[config.mk]
export PLATFORM = sky130hd
export DESIGN_NAME = adc_scan_top
export DESIGN_NICKNAME = d
export VERILOG_FILES = /design/src/rtl/adc_scan_pkg.sv /design/src/rtl/adc_scan_csr.sv /design/src/rtl/adc_scan_fsm.sv /design/src/rtl/adc_scan_bank.sv /design/src/rtl/adc_scan_top.sv
export SDC_FILE = /design/constraint.sdc
export NUM_CORES = 1
export LEC_CHECK = 0
export BUFFER_PORTS_ARGS = -buffer_cell sky130_fd_sc_hd__buf_2
export CORE_MARGIN = 2
export CORE_UTILIZATION = 61
export CTS_BUF_LIST = sky130_fd_sc_hd__clkbuf_2 sky130_fd_sc_hd__clkbuf_4 sky130_fd_sc_hd__clkbuf_8
export CTS_CLUSTER_DIAMETER = 50
export DETAILED_ROUTE_END_ITERATION = 16
export GPL_ROUTABILITY_DRIVEN = 1
export HOLD_SLACK_MARGIN = 0.08
export PLACE_DENSITY_LB_ADDON = 0.15
export SYNTH_ARGS = -nofsm -noshare
export SYNTH_HDL_FRONTEND = slang
export SYNTH_SLANG_ARGS = --single-unit
[constraint.sdc]
create_clock -name clk -period 4.8 [get_ports clk]
set_input_delay 0.48 -clock clk [delete_from_list [all_inputs] [get_ports clk]]
set_output_delay 0.48 -clock clk [all_outputs]
set_load 0.02 [all_outputs]
[src/rtl/adc_scan_pkg.sv]
package adc_scan_pkg;
    localparam int NCH    = 4;
    localparam int CH_W   = $clog2(NCH);
    localparam int BUS_W  = 16;
    localparam int ADDR_W = 3;

    // control/status bit positions at address 0
    localparam int B_GO     = 0;
    localparam int B_MODE   = 1;
    localparam int B_SEL_LO = 2;
    localparam int B_IE     = 4;
    localparam int B_DONE   = 7;

    typedef enum logic [1:0] {
        ST_IDLE  = 2'd0,
        ST_ISSUE = 2'd1,
        ST_WAIT  = 2'd2
    } seq_st_t;

    typedef struct packed {
        logic            done;
        logic            ie;
        logic [CH_W-1:0] sel;
        logic            mode;
        logic            go;
    } ctl_t;

    function automatic logic [BUS_W-1:0] pack_ctl(input ctl_t c);
        logic [BUS_W-1:0] v;
        v                     = '0;
        v[B_GO]               = c.go;
        v[B_MODE]             = c.mode;
        v[B_SEL_LO +: CH_W]   = c.sel;
        v[B_IE]               = c.ie;
        v[B_DONE]             = c.done;
        return v;
    endfunction
endpackage

[src/rtl/adc_scan_csr.sv]
module adc_scan_csr
    import adc_scan_pkg::*;
(
    input  logic             clk,
    input  logic             rst,
    input  logic             wr_ctl,
    input  logic             rd_ctl,
    input  logic [BUS_W-1:0] wdata,
    input  logic             ext_trig,
    input  logic             fin,
    output ctl_t             ctl,
    output logic             armed,
    output logic             start_evt,
    output logic             halt
);
    logic go_n;
    logic clr_ok;
    logic wdata_unused;

    assign wdata_unused = ^wdata;

    // completion wins over any write; a trigger only acts when nothing is written
    always_comb begin
        go_n = ctl.go;
        if (fin)
            go_n = 1'b0;
        else if (wr_ctl)
            go_n = wdata[B_GO];
        else if (ext_trig)
            go_n = 1'b1;
    end

    assign start_evt = !ctl.go && go_n;
    assign halt      = ctl.go && wr_ctl && !wdata[B_GO];
    assign clr_ok    = wr_ctl && !wdata[B_DONE] && armed;

    always_ff @(posedge clk) begin
        if (rst) begin
            ctl   <= '0;
            armed <= 1'b0;
        end else begin
            ctl.go <= go_n;
            if (wr_ctl) begin
                ctl.mode <= wdata[B_MODE];
                ctl.sel  <= wdata[B_SEL_LO +: CH_W];
                ctl.ie   <= wdata[B_IE];
            end
            if (fin) begin
                ctl.done <= 1'b1;
                armed    <= 1'b0;
            end else if (clr_ok) begin
                ctl.done <= 1'b0;
                armed    <= 1'b0;
            end else if (rd_ctl && ctl.done) begin
                armed    <= 1'b1;
            end
        end
    end
endmodule

[src/rtl/adc_scan_fsm.sv]
module adc_scan_fsm
    import adc_scan_pkg::*;
(
    input  logic            clk,
    input  logic            rst,
    input  logic            start_evt,
    input  logic            halt,
    input  logic            conv_done,
    input  logic [CH_W-1:0] sel,
    output logic            conv_start,
    output logic [CH_W-1:0] cur_ch,
    output logic            res_we,
    output logic            fin
);
    seq_st_t state;
    logic    last;

    assign last       = (cur_ch >= sel);
    assign conv_start = (state == ST_ISSUE);
    assign res_we     = (state == ST_WAIT) && conv_done;
    assign fin        = res_we && last;

    always_ff @(posedge clk) begin
        if (rst) begin
            state  <= ST_IDLE;
            cur_ch <= '0;
        end else if (start_evt) begin
            state  <= ST_ISSUE;
            cur_ch <= '0;
        end else if (res_we) begin
            if (last || halt) begin
                state <= ST_IDLE;
            end else begin
                state  <= ST_ISSUE;
                cur_ch <= cur_ch + 1'b1;
            end
        end else if (halt) begin
            state <= ST_IDLE;
        end else if (state == ST_ISSUE) begin
            state <= ST_WAIT;
        end
    end
endmodule

[src/rtl/adc_scan_bank.sv]
module adc_scan_bank
    import adc_scan_pkg::*;
#(
    parameter int RES_W = 12
) (
    input  logic                       clk,
    input  logic                       rst,
    input  logic                       we,
    input  logic [CH_W-1:0]            wch,
    input  logic [RES_W-1:0]           wval,
    output logic [NCH-1:0][RES_W-1:0]  regs
);
    for (genvar c = 0; c < NCH; c++) begin : g_ch
        always_ff @(posedge clk) begin
            if (rst)
                regs[c] <= '0;
            else if (we && (wch == CH_W'(c)))
                regs[c] <= wval;
        end
    end
endmodule

[src/rtl/adc_scan_top.sv]
module adc_scan_top
    import adc_scan_pkg::*;
#(
    parameter int RES_W = 12
) (
    input  logic              clk,
    input  logic              rst,
    input  logic              bus_wr,
    input  logic              bus_rd,
    input  logic [ADDR_W-1:0] bus_addr,
    input  logic [BUS_W-1:0]  bus_wdata,
    output logic [BUS_W-1:0]  bus_rdata,
    input  logic              ext_trig,
    output logic              conv_start,
    output logic [CH_W-1:0]   conv_ch,
    input  logic              conv_done,
    input  logic [RES_W-1:0]  conv_result,
    output logic              irq
);
    localparam logic [ADDR_W-1:0] LAST_RES = ADDR_W'(NCH);

    ctl_t                       ctl_q;
    logic                       armed;
    logic                       start_evt;
    logic                       halt;
    logic                       fin;
    logic                       res_we;
    logic                       wr_ctl;
    logic                       rd_ctl;
    logic [NCH-1:0][RES_W-1:0]  res_q;

    assign wr_ctl = bus_wr && (bus_addr == '0);
    assign rd_ctl = bus_rd && (bus_addr == '0);

    adc_scan_csr u_csr (
        .clk       (clk),
        .rst       (rst),
        .wr_ctl    (wr_ctl),
        .rd_ctl    (rd_ctl),
        .wdata     (bus_wdata),
        .ext_trig  (ext_trig),
        .fin       (fin),
        .ctl       (ctl_q),
        .armed     (armed),
        .start_evt (start_evt),
        .halt      (halt)
    );

    adc_scan_fsm u_fsm (
        .clk        (clk),
        .rst        (rst),
        .start_evt  (start_evt),
        .halt       (halt),
        .conv_done  (conv_done),
        .sel        (ctl_q.sel),
        .conv_start (conv_start),
        .cur_ch     (conv_ch),
        .res_we     (res_we),
        .fin        (fin)
    );

    adc_scan_bank #(.RES_W(RES_W)) u_bank (
        .clk  (clk),
        .rst  (rst),
        .we   (res_we),
        .wch  (conv_ch),
        .wval (conv_result),
        .regs (res_q)
    );

    always_comb begin
        bus_rdata = '0;
        if (bus_addr == '0)
            bus_rdata = pack_ctl(ctl_q);
        else if (bus_addr <= LAST_RES)
            bus_rdata[RES_W-1:0] = res_q[CH_W'(bus_addr - 1'b1)];
    end

    assign irq = ctl_q.done && ctl_q.ie;
endmodule

==> metrics, run 1 <==
Slew @ Worst Pin=1080 ps; FF+latch count, synth=59; RSZ-0062 raised after global routing=false; initial DRC count=142; Synth Area in Simple Gates=0.209; Distinct cells, synth=37; post-synthesis compound-gate area fraction=0.144; Fin. Hold Viols=0; WS Path Type=input port to output pin; Pint=0.804 mW; logic depth of the worst path, buffers included=6; starting density of the core=0.645; dpl ws=1800 ps; DP HPWL=3.99 mm; CP arrival=2470 ps; NetSw=0.244 mW; final WL=6.16 mm; root buffer cell=clkbuf_8; fin crit share=0.615; cts hold-fix bufs=0; FFs w/ async S/R, synth=0; prevailing post-synth register cell=dfxtp_1; Die Y=72.6 µm; Clock Skew=6.23 ps; clk sinks=59; Worst Path Buf+Inv=3; slowest CP cell=ha_1; post_cts resized=0; Hold Path Sink=u_csr.ctl[4]$_SDFFE_PP0P_; DRC Markers=0; Sw Ratio=0.233; DRT antenna net count=0; Worst-Skew Late Latency=340 ps; Post-Syn Area=0.00287 mm²; pwr dens=326 mW/mm²; reg2reg path depth=6; commonest non-fill, non-tap cell in the layout=nand2_1; status=finished clean; diode count=0; CP top delay family=adder cells; register area share after synthesis=0.412; Critical Path RT=4320 ps; Pleak=1.24 nW; initial antenna violation count=0; Core ar.=0.00444 mm²; WL/cell=14.6 µm; clock transition at the registers of the reported paths=60 ps; syn avg cell area=8.58 µm²; crit path time final=2950 ps; sequential power share=0.475; Worst Hold Launch=bus_wdata[4]; row cnt=24; Synth Area in XOR/XNOR=0.00306; Area Growth Syn to Fin=12.1%; worst-path cell chain=buf_2, inv_1, ha_1, mux4_2, nor2b_1, buf_2; met2 wire length=2.98 mm; Startpoint Class=input port; Critical R2R Capture=u_csr.ctl[0]$_SDFF_PP0_; die area=0.00526 mm²; Ports=57; Synth Area in Adders=0.0306; Logic pwr share=0.076; vias per cell=5.63; min-delay worst type=input port to flop; filler cell count=350; Placed Cells=405; via count=2370; total of max-cap violations=0; Die Wd=72.6 µm; Rel. slew slack=0.278; met1 wire length=2.80 mm; CP Max Fanout=13; setup repair bufs after CTS=0; first-pass GRT wire length=9.88 mm; fin nets=408; Clock Path Buffers=2; Max Fclk=339 MHz; largest net degree at the start of global routing=62; number of flops mapped to enable cells by yosys=0; TritonCTS clock tree=yes; total congestion overflow=0; Hold Path Stages=3; WL met3=344 µm; Setup crit end kind=output pin; Most Frequent Cell on Critical Path=buf_2; highest routed layer=met4; cells after synthesis=334; Worst R2R Start=u_fsm.cur_ch[0]$_SDFFE_PP0P_; TritonRoute pass-1 iters=4; Total GRT Usage=0.247; Num CTS Buffers=9; final setup TNS=0 ps; Yosys warnings=0; share of post-route cells with drive strength above 1=0.203; CTS H-tree lvls=3; commonest non-fill, non-tap cells in the layout=nand2_1, a21oi_1, dfxtp_1, buf_2; largest family of logic cells by synthesized area=simple AND/OR/NAND/NOR gates; number of global-route vias before repair=2251; Critical Path Max Stage Delay=670 ps; Slew Limit Fails=0; Setup Viol. Count Final=0; Finished Layout Cells=421; port bufs=42; register-to-register setup slack=3000 ps; final setup margin=1850 ps; Clk pwr share=0.448; Peak VDD IR=267 µV; gpl congestion=0.799; mux cell area share after synthesis=0.137
-- Yosys cell counts, types with 2 or more instances --
master	instances	area share
a2111oi_0	2	0.0061
a21oi_1	62	0.11
nand4_1	2	0.0044
o31ai_1	2	0.0052
clkbuf_1	10	0.013
buf_2	5	0.0087
and2_1	5	0.011
buf_4	7	0.018
buf_6	3	0.012
dfxtp_1	59	0.41
mux4_2	12	0.094
mux2i_1	10	0.035
a211oi_1	2	0.0052
nor3_1	2	0.0035
nor2_1	9	0.012
nand2_1	101	0.13
ha_1	7	0.031
inv_1	7	0.0092
nor2b_1	9	0.020
-- cell families after synthesis --
logic type	Yosys count
AOI/OAI and AO/OA	75
xor gates and xnor gates	1
adders and majority gates	7
buffers and inverters	33
DFF	59
muxes	23
other	1
and+or+nand+nor	135
-- worst max path at each step --
stage                start       endpoint  slack (ps)
3_5_place_dp   bus_addr[0]  bus_rdata[11]        1800
5_1_grt        bus_addr[0]   bus_rdata[4]        1670
3_3_place_gp   bus_addr[0]  bus_rdata[11]        1820
4_1_cts        bus_addr[0]  bus_rdata[11]        1790
6_report       bus_addr[0]  bus_rdata[11]        1850
2_1_floorplan  bus_addr[0]   bus_rdata[1]        2450
-- layer usage --
layer,vias to the layer above,GRT usage
met3,5,0.0819
met1,1118,0.303
met5,-,0
met2,58,0.420
met4,0,0.0617
li1,1189,-
-- state kept, by name, summed over array words and instances (netlist names) --
name	count
u_fsm.state	2
u_csr.armed	1
u_bank.regs	48
u_csr.ctl	6
u_fsm.cur_ch	2
-- stage by stage --
| step | hold slack, ps | power [mW] | area, µm² | util |
|---|---|---|---|---|
| global route | 373 | 1.08 | 3210 | 0.723 |
| CTS | 368 | 1.06 | 3210 | 0.723 |
| global placement | 439 | 0.588 | 3000 | 0.675 |
| detailed placement | 444 | 0.589 | 3000 | 0.675 |
| floorplan | 433 | 0.566 | 2880 | - |
| finish | 374 | 1.05 | 3210 | 0.723 |
-- worst min-delay path, stage by stage --
cell	delay, ps
buf_2	80
mux2i_1	50
nor2_1	70
-- power groups by stage --
stage               Combinational (mW)  Sequential (mW)  Clock, mW
detailed placement              0.0802            0.509          0
CTS                             0.0805            0.498      0.477
global placement                0.0797            0.509          0
global route                    0.0871            0.498      0.497
floorplan                       0.0578            0.508          0
finish                          0.0801            0.498      0.470
-- layout make-up --
cell class | instances | area, µm² | area share
multi-input combinational | 245 | 1520 | 0.472
sequential | 59 | 1180 | 0.368
timing repair buffer | 42 | 210 | 0.0654
clock buffer | 12 | 165 | 0.0514
tap | 52 | 65.1 | 0.0202
clock inverter | 4 | 47.5 | 0.0148
inverter | 7 | 26.3 | 0.00818
Power figures use the tool's default switching activity.
==> run 2: changes to the inputs <==
--- a/config.mk
+++ b/config.mk
@@ -7,7 +7,7 @@
 export LEC_CHECK = 0
 export BUFFER_PORTS_ARGS = -buffer_cell sky130_fd_sc_hd__buf_2
 export CORE_MARGIN = 2
-export CORE_UTILIZATION = 61
+export CORE_UTILIZATION = 57
 export CTS_BUF_LIST = sky130_fd_sc_hd__clkbuf_2 sky130_fd_sc_hd__clkbuf_4 sky130_fd_sc_hd__clkbuf_8
 export CTS_CLUSTER_DIAMETER = 50
 export DETAILED_ROUTE_END_ITERATION = 16
==> constraint.sdc (replaced) <==
create_clock -name clk -period 3 [get_ports clk]
set_input_delay 0.3 -clock clk [delete_from_list [all_inputs] [get_ports clk]]
set_output_delay 0.3 -clock clk [all_outputs]
set_load 0.02 [all_outputs]
==> metrics, run 2 (synthesis gave the netlist of run 1 again) <==
die area=0.00561 mm² (was 0.00526 mm²); Die Wd=74.9 µm (was 72.6 µm); CP Max Fanout=12 (was 13); Max Fclk=425 MHz; Critical Path RT=2700 ps (was 4320 ps); Slew Limit Fails=0 (unchanged); status=finished clean (unchanged); setup repair bufs after CTS=0 (unchanged); row cnt=25 (was 24); Area Growth Syn to Fin=13.7% (was 12.1%); commonest non-fill, non-tap cells in the layout=nand2_1, a21oi_1, dfxtp_1, buf_2 (unchanged); Hold Path Stages=3 (unchanged); DRT antenna net count=0 (unchanged); CP top delay family=adder cells (unchanged); initial antenna violation count=0 (unchanged); largest net degree at the start of global routing=45 (was 62); cts hold-fix bufs=0 (unchanged); initial DRC count=140 (was 142); DP HPWL=4.12 mm (was 3.99 mm); WL/cell=14.8 µm (was 14.6 µm); first-pass GRT wire length=10.4 mm (was 9.88 mm); clock transition at the registers of the reported paths=60 ps (about the same); RSZ-0062 raised after global routing=false (unchanged); crit path time final=2350 ps; Most Frequent Cell on Critical Path=buf_2 (unchanged); share of post-route cells with drive strength above 1=0.210 (was 0.203); biggest regs=u_bank.regs: 48 flops, u_csr.ctl: 6 flops (unchanged); reg2reg path depth=6 (unchanged); starting density of the core=0.599 (was 0.645); worst-path cell chain=buf_2, inv_1, ha_1, mux4_2, mux2i_1, a21oi_1, buf_2 (was buf_2, inv_1, ha_1, mux4_2, nor2b_1, buf_2); CP arrival=2050 ps (was 2470 ps); sequential power share=0.467 (was 0.475); root buffer cell=clkbuf_8 (unchanged); Setup Viol. Count Final=0 (unchanged); number of global-route vias before repair=2156 (was 2251); final setup TNS=0 ps (unchanged); Core ar.=0.00479 mm² (was 0.00444 mm²); Clock Skew=5.61 ps (was 6.23 ps); Biggest register=u_bank.regs (unchanged); vias per cell=5.39 (was 5.63); Worst-Skew Late Latency=340 ps (about the same); port bufs=42 (unchanged); Pint=1.32 mW (was 0.804 mW); commonest non-fill, non-tap cell in the layout=nand2_1 (unchanged); Pleak=1.26 nW (was 1.24 nW); fin crit share=0.784; final WL=6.49 mm (was 6.16 mm); Setup crit end kind=output pin (unchanged); gpl congestion=0.766 (was 0.799); CTS H-tree lvls=3 (unchanged); WS Path Type=input port to output pin (unchanged); Startpoint Class=input port (unchanged); total congestion overflow=0 (unchanged); dpl ws=679 ps (was 1800 ps); fin nets=411 (was 408); Worst Path Buf+Inv=3 (unchanged); post_cts resized=0 (unchanged); Critical Path Max Stage Delay=690 ps (was 670 ps); Clock Path Buffers=2 (unchanged); via count=2365 (was 2370); Ports=57 (unchanged); total of max-cap violations=0 (unchanged); Die Y=74.9 µm (was 72.6 µm); diode count=0 (unchanged); Fin. Hold Viols=0 (unchanged); Largest register FFs=48 (unchanged); Num CTS Buffers=9 (unchanged); clk sinks=59 (unchanged); Clk pwr share=0.455 (was 0.448); NetSw=0.385 mW (was 0.244 mW); register-to-register setup slack=1220 ps (was 3000 ps); slowest CP cell=ha_1 (unchanged); Total GRT Usage=0.255 (was 0.247); Logic pwr share=0.078 (was 0.076); TritonCTS clock tree=yes (unchanged); Peak VDD IR=333 µV (was 267 µV); Sw Ratio=0.226 (was 0.233); TritonRoute pass-1 iters=4 (unchanged); DRC Markers=0 (unchanged); min-delay worst type=input port to flop (unchanged); final setup margin=648 ps (was 1850 ps); pwr dens=523 mW/mm² (was 326 mW/mm²); Rel. slew slack=0.471 (was 0.278); Slew @ Worst Pin=794 ps (was 1080 ps); logic depth of the worst path, buffers included=7 (was 6)
## run 2: changes by cell type in the layout (fill, tap and decap cells not counted)
cell and delta:
buf_4 +3, clkinv_2 -2, clkbuf_4 +3, clkinvlp_4 -1
## run 2: through the flow
stage	instances	util	area, µm²	power [mW]	hold WS, ps
after floorplan	337	-	2880	0.905	433
after global placement	423	0.636	3040	0.945	439
after detailed placement	423	0.636	3040	0.947	445
after CTS	439	0.681	3260	1.72	187
after global routing	439	0.681	3260	1.76	199
final	439	0.681	3260	1.71	191
## run 2: tightest hold or removal path: stages
cell,delay [ps]
buf_2,80
mux2i_1,50
nor2_1,70
## run 2: final timing paths
kind / to / startpoint
max: bus_rdata[3] / bus_addr[0]
min: u_csr.ctl[4]$_SDFFE_PP0P_ / bus_wdata[4]
max reg2reg: u_fsm.cur_ch[1]$_SDFFE_PP0P_ / u_fsm.cur_ch[0]$_SDFFE_PP0P_
min reg2reg: u_bank.regs[17]$_SDFFE_PP0P_ / u_bank.regs[17]$_SDFFE_PP0P_
## run 2: area by class of cell
class	count	area, µm²
fillers	429	1530
multi-input cells	245	1520
flip-flops and latches	59	1180
repair buffers	45	233
clock buffers	15	188
well taps	67	83.8
clock inverters	1	30.0
inverters	7	26.3
## run 2: power by group through the flow
stage | Clock [mW] | Sequential, mW | Combinational (mW)
5_1_grt | 0.819 | 0.798 | 0.146
3_3_place_gp | 0 | 0.814 | 0.131
6_report | 0.776 | 0.797 | 0.133
2_1_floorplan | 0 | 0.813 | 0.0925
3_5_place_dp | 0 | 0.814 | 0.132
4_1_cts | 0.786 | 0.797 | 0.133
## run 2: routing by layer
metal | share of wire | GRT usage | vias to the layer above | routed length (µm)
li1 | - | - | 1195 | -
met1 | 0.43 | 0.326 | 1076 | 2790
met2 | 0.47 | 0.401 | 84 | 3070
met3 | 0.082 | 0.0803 | 10 | 530
met4 | 0.014 | 0.105 | 0 | 94
met5 | 0 | 0 | - | 0
